## src/rtl/snap_pkg.sv

```systemverilog
package snap_pkg;

    localparam int BUS_W     = 32;
    localparam int VALID_BIT = 31;
    localparam int EN_BIT    = 0;

    typedef enum logic [1:0] {
        TRK_IDLE,
        TRK_LOW_SEEN,
        TRK_PAIR_DONE
    } trk_state_e;

    typedef struct packed {
        logic lo_rd;
        logic hi_rd;
        logic ctrl_wr;
    } bus_hit_t;

    function automatic logic [BUS_W-1:0] pack_ctrl(input logic en, input logic ok);
        logic [BUS_W-1:0] w;
        w            = '0;
        w[EN_BIT]    = en;
        w[VALID_BIT] = ok;
        return w;
    endfunction

endpackage

```

## src/rtl/snap_counter.sv

```systemverilog
module snap_counter #(
    parameter int HALF_W = 32,
    localparam int CNT_W = 2 * HALF_W
) (
    input  logic             clk,
    input  logic             rst,
    input  logic             en,
    output logic [CNT_W-1:0] cnt,
    output logic             carry
);

    assign carry = en && (&cnt[HALF_W-1:0]);

    always_ff @(posedge clk) begin
        if (rst) cnt <= '0;
        else if (en) cnt <= cnt + 1'b1;
    end

    assert_count_step_R3: assert property (@(posedge clk) disable iff (rst)
        en |=> cnt == $past(cnt) + 1'b1);

    assert_count_hold_R3: assert property (@(posedge clk) disable iff (rst)
        !en |=> $stable(cnt));

endmodule

```

## src/rtl/snap_tracker.sv

```systemverilog
module snap_tracker
    import snap_pkg::*;
(
    input  logic clk,
    input  logic rst,
    input  logic lo_rd,
    input  logic hi_rd,
    input  logic carry,
    input  logic trap,
    output logic pair_ok
);

    trk_state_e state;
    logic       dirty;

    always_ff @(posedge clk) begin
        if (rst) begin
            state   <= TRK_IDLE;
            dirty   <= 1'b0;
            pair_ok <= 1'b0;
        end else if (lo_rd) begin
            state   <= TRK_LOW_SEEN;
            dirty   <= carry | trap;
            pair_ok <= 1'b0;
        end else if (hi_rd) begin
            if (state == TRK_LOW_SEEN) begin
                state   <= TRK_PAIR_DONE;
                pair_ok <= !dirty;
            end else begin
                state   <= TRK_IDLE;
                pair_ok <= 1'b0;
            end
        end else if (state == TRK_LOW_SEEN && (carry || trap)) begin
            dirty <= 1'b1;
        end
    end

    assert_low_clears_R8: assert property (@(posedge clk) disable iff (rst)
        lo_rd |=> !pair_ok);

    assert_orphan_high_R7: assert property (@(posedge clk) disable iff (rst)
        (hi_rd && !lo_rd && state != TRK_LOW_SEEN) |=> !pair_ok);

    assert_dirty_rejects_R5: assert property (@(posedge clk) disable iff (rst)
        (hi_rd && !lo_rd && state == TRK_LOW_SEEN && dirty) |=> !pair_ok);

    assert_valid_source_R4: assert property (@(posedge clk) disable iff (rst)
        $rose(pair_ok) |-> $past(hi_rd));

    assert_quiet_hold_R9: assert property (@(posedge clk) disable iff (rst)
        (!lo_rd && !hi_rd) |=> $stable(pair_ok));

endmodule

```

## src/rtl/snap_regs.sv

```systemverilog
module snap_regs
    import snap_pkg::*;
#(
    parameter int ADDR_W = 12,
    parameter int HALF_W = 32,
    parameter logic [ADDR_W-1:0] CTRL_ADDR = 'h103,
    parameter logic [ADDR_W-1:0] LO_ADDR   = 'h104,
    parameter logic [ADDR_W-1:0] HI_ADDR   = 'h105,
    localparam int CNT_W = 2 * HALF_W
) (
    input  logic              clk,
    input  logic              rst,
    input  logic              bus_en,
    input  logic              bus_we,
    input  logic [ADDR_W-1:0] bus_addr,
    input  logic              wr_en_bit,
    input  logic [CNT_W-1:0]  cnt,
    input  logic              pair_ok,
    output bus_hit_t          hit,
    output logic              enable,
    output logic [BUS_W-1:0]  rdata
);

    always_comb begin
        hit         = '0;
        hit.lo_rd   = bus_en && !bus_we && bus_addr == LO_ADDR;
        hit.hi_rd   = bus_en && !bus_we && bus_addr == HI_ADDR;
        hit.ctrl_wr = bus_en &&  bus_we && bus_addr == CTRL_ADDR;
    end

    always_ff @(posedge clk) begin
        if (rst) enable <= 1'b0;
        else if (hit.ctrl_wr) enable <= wr_en_bit;
    end

    always_comb begin
        rdata = '0;
        if (bus_en && !bus_we) begin
            if (bus_addr == CTRL_ADDR) rdata = pack_ctrl(enable, pair_ok);
            else if (bus_addr == LO_ADDR) rdata = BUS_W'(cnt[HALF_W-1:0]);
            else if (bus_addr == HI_ADDR) rdata = BUS_W'(cnt[CNT_W-1:HALF_W]);
        end
    end

    assert_enable_load_R3: assert property (@(posedge clk) disable iff (rst)
        hit.ctrl_wr |=> enable == $past(wr_en_bit));

    assert_enable_keep_R3: assert property (@(posedge clk) disable iff (rst)
        !hit.ctrl_wr |=> $stable(enable));

endmodule

```

## src/rtl/snapshot_counter64.sv

```systemverilog
module snapshot_counter64
    import snap_pkg::*;
#(
    parameter int ADDR_W = 12,
    parameter int HALF_W = 32,
    parameter logic [ADDR_W-1:0] CTRL_ADDR = 'h103,
    parameter logic [ADDR_W-1:0] LO_ADDR   = 'h104,
    parameter logic [ADDR_W-1:0] HI_ADDR   = 'h105
) (
    input  logic              clk,
    input  logic              rst,
    input  logic              bus_en,
    input  logic              bus_we,
    input  logic [ADDR_W-1:0] bus_addr,
    input  logic [31:0]       bus_wdata,
    output logic [31:0]       bus_rdata,
    input  logic              trap_taken
);

    localparam int CNT_W = 2 * HALF_W;

    bus_hit_t         hit;
    logic             enable;
    logic [CNT_W-1:0] cnt;
    logic             carry;
    logic             pair_ok;
    logic             unused_wdata;

    assign unused_wdata = ^bus_wdata[31:1];

    snap_regs #(
        .ADDR_W(ADDR_W), .HALF_W(HALF_W),
        .CTRL_ADDR(CTRL_ADDR), .LO_ADDR(LO_ADDR), .HI_ADDR(HI_ADDR)
    ) regs_i (
        .clk(clk), .rst(rst),
        .bus_en(bus_en), .bus_we(bus_we), .bus_addr(bus_addr),
        .wr_en_bit(bus_wdata[EN_BIT]),
        .cnt(cnt), .pair_ok(pair_ok),
        .hit(hit), .enable(enable), .rdata(bus_rdata)
    );

    snap_counter #(.HALF_W(HALF_W)) ctr_i (
        .clk(clk), .rst(rst), .en(enable), .cnt(cnt), .carry(carry)
    );

    snap_tracker trk_i (
        .clk(clk), .rst(rst),
        .lo_rd(hit.lo_rd), .hi_rd(hit.hi_rd),
        .carry(carry), .trap(trap_taken),
        .pair_ok(pair_ok)
    );

    assert_one_hit_R2: assert property (@(posedge clk) disable iff (rst)
        $onehot0({hit.lo_rd, hit.hi_rd, hit.ctrl_wr}));

endmodule

```

## config.mk

```make
export PLATFORM = sky130hd
export DESIGN_NAME = snapshot_counter64
export DESIGN_NICKNAME = d
export VERILOG_FILES = /design/src/rtl/snap_pkg.sv /design/src/rtl/snap_counter.sv /design/src/rtl/snap_tracker.sv /design/src/rtl/snap_regs.sv /design/src/rtl/snapshot_counter64.sv
export SDC_FILE = /design/constraint.sdc
export NUM_CORES = 1
export LEC_CHECK = 0
export ABC_AREA = 0
export CORE_MARGIN = 2
export CORE_UTILIZATION = 40
export CTS_CLUSTER_DIAMETER = 100
export DETAILED_ROUTE_END_ITERATION = 10
export DONT_BUFFER_PORTS = 1
export PLACE_DENSITY = 0.64
export SKIP_CTS_REPAIR_TIMING = 1
export SLEW_MARGIN = 20
export SYNTH_ARGS = -nofsm -noshare
export SYNTH_HDL_FRONTEND = slang
export SYNTH_HIERARCHICAL = 1
export SYNTH_SLANG_ARGS = --single-unit
```

## constraint.sdc

```tcl
create_clock -name clk -period 2 [get_ports clk]
set_clock_uncertainty 0.05 [all_clocks]
set_input_delay 0.4 -clock clk [delete_from_list [all_inputs] [get_ports clk]]
set_output_delay 0.4 -clock clk [all_outputs]
set_load 0.02 [all_outputs]
```

==> impl_metrics.tcl, run 1 <==
set metrics [dict create \
    synth_compound_area_frac 0.1398 \
    timing.final.ws_setup_ps -131.5 \
    vias 5131 \
    globalRouteTotalUtil 0.2744 \
    netlist_area_mm2 0.004233 \
    cp_top_family "simple AND/OR/NAND/NOR gates" \
    timing.fmax_mhz 469.2 \
    hp-class "input pin to register" \
    cts-root-buf "clkbuf_8" \
    synthTopCellsByCount "84 x nor2_1, 69 x dfxtp_1, 41 x nand4_1, 34 x nand3_1, 30 x a32oi_1" \
    drv_slew 0 \
    avgSynthCellArea_um2 8.017 \
    path_buf_inv 2 \
    grt_max_degree 73 \
    hold_slack_ps 63.14 \
    ys.flop_type "dfxtp_1" \
    slew_headroom 0.7591 \
    synth_top_family_by_area "simple AND/OR/NAND/NOR gates" \
    die_x_um 106.9 \
    cp_slowest_stage_delay_ps 350 \
    cp.arrival_ps 1680 \
    die_area_mm2 0.01142 \
    yosysUniqueCellTypes 57 \
    die_y_um 106.9 \
    grt_remaining_overflow 0 \
    ios 81 \
    stdcell_area_mm2 0.006575 \
    cp-start-kind "input pin" \
    fin_crit_ps 2131 \
    synth_fa_ha_area_frac 0.002956 \
    drive_above_1_share 0.4792 \
    syn_inst 528 \
    cts_sinks 69 \
    leakagePower_nw 2.524 \
    yosysMostFrequentCell "nor2_1" \
    yosys_warnings 6 \
    synth_area_leader_cell "dfxtp_1" \
    place_worst_setup_slack_ps -178.8 \
    synth-async-reset-ratio 0 \
    nNetsFinal 765 \
    drt-total-wl_um 16570 \
    synth_area_leaders "dfxtp_1 33%, nor2_1 7.4%, a32oi_1 6.2%" \
    worstMarginPinSlew_ps 358.7 \
    cts_inserted_buffers 9 \
    synth_nets 578 \
    required_ps 1550 \
    ir_drop_uv 346.8 \
    synth_mux_area_frac 0.01005 \
    first_iter_violations 481 \
    placed_area_mm2 0.005679 \
    critPathKind "input pin to output port" \
    place.gp.congestion 1.008 \
    drt_pass1_iterations 5 \
    n_antenna_cell 0 \
    cp_max_fo 16 \
    synth_edf_count 0 \
    setup_violations 45 \
    hold_viol 0 \
    outcome "finished, violations left" \
    violations "negative setup slack" \
    clock_latency_ps 370 \
    yosysTopAreaCellShare 0.3263 \
    grt_pass1_wl_um 24220 \
    clockBufferDepth 2 \
    stdcell_count 856 \
    start_util 0.4119 \
    core_mm2 0.01028 \
    grt_pass1_vias 4688 \
    yosysSeqAreaShare 0.3263 \
    synth_seq_cells 69 \
    synthToLayoutAreaGrowth_pct 55.34 \
    post_drt_wl_per_cell_um 19.35 \
    ant_nets 0 \
    viasPerCell 5.994 \
    placedCellCount 814 \
    dp_hpwl_um 11520 \
    post-route-period-util 1.066 \
    cp_cell_sequence "nor4b_4, and4_4, clkbuf_16, a32oi_1, nor2_1, buf_4" \
    numPortBuffers 0 \
    cts_tree "yes" \
    rsz0062_at_grt "yes" \
    htreeDepth 3 \
    worst_path_max_delay_cell "and4_4" \
    synth-xor-area-share 0.07863 \
    cap_violations 0 \
    num_rows 37 \
    drc 0 \
    yosys.area_share.simple 0.3896 \
    endpoint_kind "output port" \
    nFillCells 860 \
    antenna_found_initial 0 \
    cts.reportedPaths.clkPinSlew_ps 70 \
    power.density_mw_per_mm2 394.0 \
]
==> registers in the layout (all words and copies together) (netlist names) <==
signal / cells
trk_i/state: 2
trk_i/pair_ok: 1
ctr_i/cnt: 64
trk_i/dirty: 1
regs_i/enable: 1
==> metal layers <==
metal	share of wire	up-vias	track usage
met5	0	-	0
met2	0.49	212	0.4459
met1	0.41	2494	0.3563
li1	-	2381	-
met4	0.028	0	0.1280
met3	0.072	44	0.04377
==> path summary, 6_finish.rpt <==
check	slack, ps	endpoint	depth (start not counted)	start
hold / removal	60	regs_i/enable$_SDFFE_PP0P_	1	rst
setup reg to reg	-130	ctr_i/cnt[35]$_SDFFE_PP0P_	6	ctr_i/cnt[24]$_SDFFE_PP0P_
hold reg to reg	430	trk_i/pair_ok$_SDFFE_PP0P_	2	trk_i/pair_ok$_SDFFE_PP0P_
setup / recovery	-130	bus_rdata[23]	6	bus_addr[4]
==> placed cells by master (no fill, tap or decap), drive strengths merged, types with 5 or more instances in the layout <==
cell type / netlist / layout
clkbuf: 11 / 13
nand3: 34 / 34
and4: 7 / 7
buf: 21 / 205
inv: 5 / 5
xnor2: 17 / 17
o21ai: 18 / 18
or4: 6 / 6
dfxtp: 69 / 69
and3: 13 / 13
nor2b: 5 / 5
nor3: 20 / 20
nand2: 17 / 17
or3: 18 / 18
a32oi: 30 / 30
nor2: 84 / 84
a21oi: 24 / 24
xor2: 21 / 21
nor4: 18 / 18
nand4: 43 / 43
==> where the power goes <==
part / total, mW / switching [mW] / internal (mW)
registers: 1.36 / 0.00000843 / 1.36
logic: 0.0531 / 0.0325 / 0.0206
clock network: 1.18 / 0.576 / 0.602
==> cells by family after synthesis <==
kind of cell	after synthesis
AO/OA/AOI/OAI	86
adder cells (fa/ha/maj)	1
buffers and inverters	37
AND/OR/NAND/NOR	293
XOR/XNOR	38
flip-flops	69
multiplexers	4
==> stage by stage <==
stage / TNS, ps / util / total power, mW
detailed placement: -3504 / 0.5526 / 1.454
global placement: -1351 / 0.5526 / 1.452
CTS: -4325 / 0.5712 / 2.605
floorplan: -269.5 / - / 1.454
finish: -3461 / 0.6398 / 2.591
global route: -6244 / 0.6398 / 2.656
==> cell type report <==
class | instances | area, um2 | share of cell area
multi-input combinational | 423 | 3047 | 0.4634
timing repair buffer | 207 | 1695 | 0.2579
sequential | 69 | 1453 | 0.2209
tap | 136 | 170.2 | 0.02588
clock buffer | 11 | 141.4 | 0.02150
clock inverter | 5 | 50.05 | 0.007612
inverter | 5 | 18.77 | 0.002854
(Power assumes the default switching activity.)
==> run 2, diff against run 1 <==
--- a/config.mk
+++ b/config.mk
@@ -11,7 +11,9 @@
 export CTS_CLUSTER_DIAMETER = 100
 export DETAILED_ROUTE_END_ITERATION = 10
 export DONT_BUFFER_PORTS = 1
-export PLACE_DENSITY = 0.64
+export HOLD_SLACK_MARGIN = 0.03
+export PLACE_DENSITY = 0.66
+export RECOVER_POWER = 100
 export SKIP_CTS_REPAIR_TIMING = 1
 export SLEW_MARGIN = 20
 export SYNTH_ARGS = -nofsm -noshare
==> run 2 against run 1 <==
Register-to-register slack got worse by 160 ps. Clock-buffer cell count grew 3. Critical path type is now register to register. The run still ends with negative setup slack left. Via count up 5.7%. Routed wire length up 9.9%. Combinational power increased by 37%. Clock power about the same. Sequential share of layout area fell by 0.55 points. Core utilization increased by 0.51 points. Die area stayed put. Critical path depth rose by 2. Global-route usage down 0.67 points. Final cell count down 1.4%.
==> impl_metrics.tcl, run 2 (same netlist as run 1, synthesis figures left out) <==
set metrics [dict create \
    timing.fmax_mhz 437.2 \
    cts_sinks 69 \
    grt_pass1_wl_um 24050 \
    slew_headroom 0.6865 \
    drive_above_1_share 0.4675 \
    clockBufferDepth 2 \
    violations "negative setup slack" \
    cp-start-kind "register" \
    largest_register_ffs 64 \
    cts_inserted_buffers 9 \
    drt-total-wl_um 18200 \
    stdcell_count 844 \
    cp.arrival_ps 2500 \
    nFillCells 808 \
    final_cell_mix "172 x buf_4, 82 x nor2_1, 41 x nand4_1, 40 x dfxtp_1, 30 x nand3_1" \
    drv_slew 0 \
    reg_top3 "ctr_i/cnt: 64 flops, trk_i/state: 2 flops" \
    n_antenna_cell 0 \
    cp_cell_sequence "buf_4, nand4_1, nor3_2, buf_4, buf_4, nand4_1, or3_1, a21oi_1" \
    start_util 0.4119 \
    setup_violations 54 \
    antenna_found_initial 0 \
    post-route-period-util 1.144 \
    synthToLayoutAreaGrowth_pct 56.58 \
    numPortBuffers 0 \
    ios 81 \
    cap_violations 0 \
    die_x_um 106.9 \
    grt_max_degree 73 \
    fin_crit_ps 2287 \
    globalRouteTotalUtil 0.2677 \
    nNetsFinal 754 \
    cts_tree "yes" \
    required_ps 2210 \
    cp_max_fo 6 \
    die_area_mm2 0.01142 \
    hold_viol 0 \
    placedCellCount 804 \
    rsz0062_at_grt "yes" \
    endpoint_kind "register" \
    clock_latency_ps 360 \
    r2r-start "ctr_i/cnt[19]$_SDFFE_PP0P_" \
    num_rows 37 \
    dp_hpwl_um 11360 \
    hp-class "input pin to register" \
    place.gp.congestion 0.9709 \
    startpoint "ctr_i/cnt[19]$_SDFFE_PP0P_" \
    multi_input_area_mm2 0.003129 \
    power.density_mw_per_mm2 397.1 \
    htreeDepth 3 \
    post_drt_wl_per_cell_um 21.56 \
    drc 0 \
    grt_remaining_overflow 0 \
    first_iter_violations 675 \
    timing.final.ws_setup_ps -287.1 \
    final-seq-area_mm2 0.001428 \
    cp_top_family "simple AND/OR/NAND/NOR gates" \
    regMostFlops "ctr_i/cnt" \
    cp_slowest_stage_delay_ps 410 \
    total_power_mw 2.632 \
    outcome "finished, violations left" \
    hp-start "rst" \
    worst_path_max_delay_cell "dfxtp_1" \
    drt_pass1_iterations 6 \
    viasPerCell 6.428 \
    grt_pass1_vias 4757 \
    vias 5425 \
    leakagePower_nw 2.632 \
    ant_nets 0 \
    worstMarginPinSlew_ps 466.0 \
    cts-root-buf "clkbuf_8" \
    final_common_cell "buf_4" \
    ir_drop_uv 304.6 \
    die_y_um 106.9 \
    critPathKind "register to register" \
    cts.reportedPaths.clkPinSlew_ps 80 \
    path_buf_inv 3 \
    core_mm2 0.01028 \
    crit_top_cell "buf_4" \
]
==> run 2: cell type report <==
type                    instances  share of cell area
multi-input cells             423              0.4722
well taps                     136             0.02567
clock inverters                 1            0.004531
repair buffers                196              0.2549
clock buffers                  14             0.02454
flip-flops and latches         69              0.2154
inverters                       5            0.002832
==> run 2: final timing paths <==
kind,to,slack (ps),cells after the start
max,ctr_i/cnt[52]$_SDFFE_PP0P_,-290,8
min,ctr_i/cnt[51]$_SDFFE_PP0P_,70,1
max reg2reg,ctr_i/cnt[52]$_SDFFE_PP0P_,-290,8
min reg2reg,trk_i/state[1]$_SDFFE_PP0P_,460,2
==> run 2: per-layer routing <==
layer	part of all wire	global-route usage
met2	0.45	0.4258
met3	0.092	0.03708
met4	0.074	0.1336
met5	0	0
met1	0.38	0.3550
==> run 2: power by group <==
| part | internal [mW] | total [mW] | switching, mW |
|---|---|---|---|
| Clock | 0.641 | 1.19 | 0.552 |
| Sequential | 1.37 | 1.37 | 0.00000805 |
| Combinational | 0.0302 | 0.0725 | 0.0423 |
| Total | 2.04 | 2.63 | 0.595 |
==> run 2: worst register-to-register path, cell delays in order, from the launching register on <==
cell	delay (ps)
dfxtp_1	410
buf_4	160
nand4_1	210
nor3_2	220
buf_4	160
buf_4	150
nand4_1	180
or3_1	410
a21oi_1	260
==> run 2: metrics by stage <==
| step | setup WS [ps] | hold slack [ps] | utilization | TNS, ps | cell area (um2) |
|---|---|---|---|---|---|
| 2_1_floorplan | -62.23 | 392.3 | - | -269.5 | 4302 |
| 3_3_place_gp | -134.6 | 408.4 | 0.5453 | -1408 | 5604 |
| 4_1_cts | -193.6 | 55.60 | 0.5640 | -3786 | 5797 |
| 3_5_place_dp | -177.1 | 422.4 | 0.5453 | -2673 | 5604 |
| 5_1_grt | -228.1 | 53.30 | 0.6449 | -8585 | 6628 |
| 6_report | -287.1 | 65.33 | 0.6449 | -6846 | 6628 |
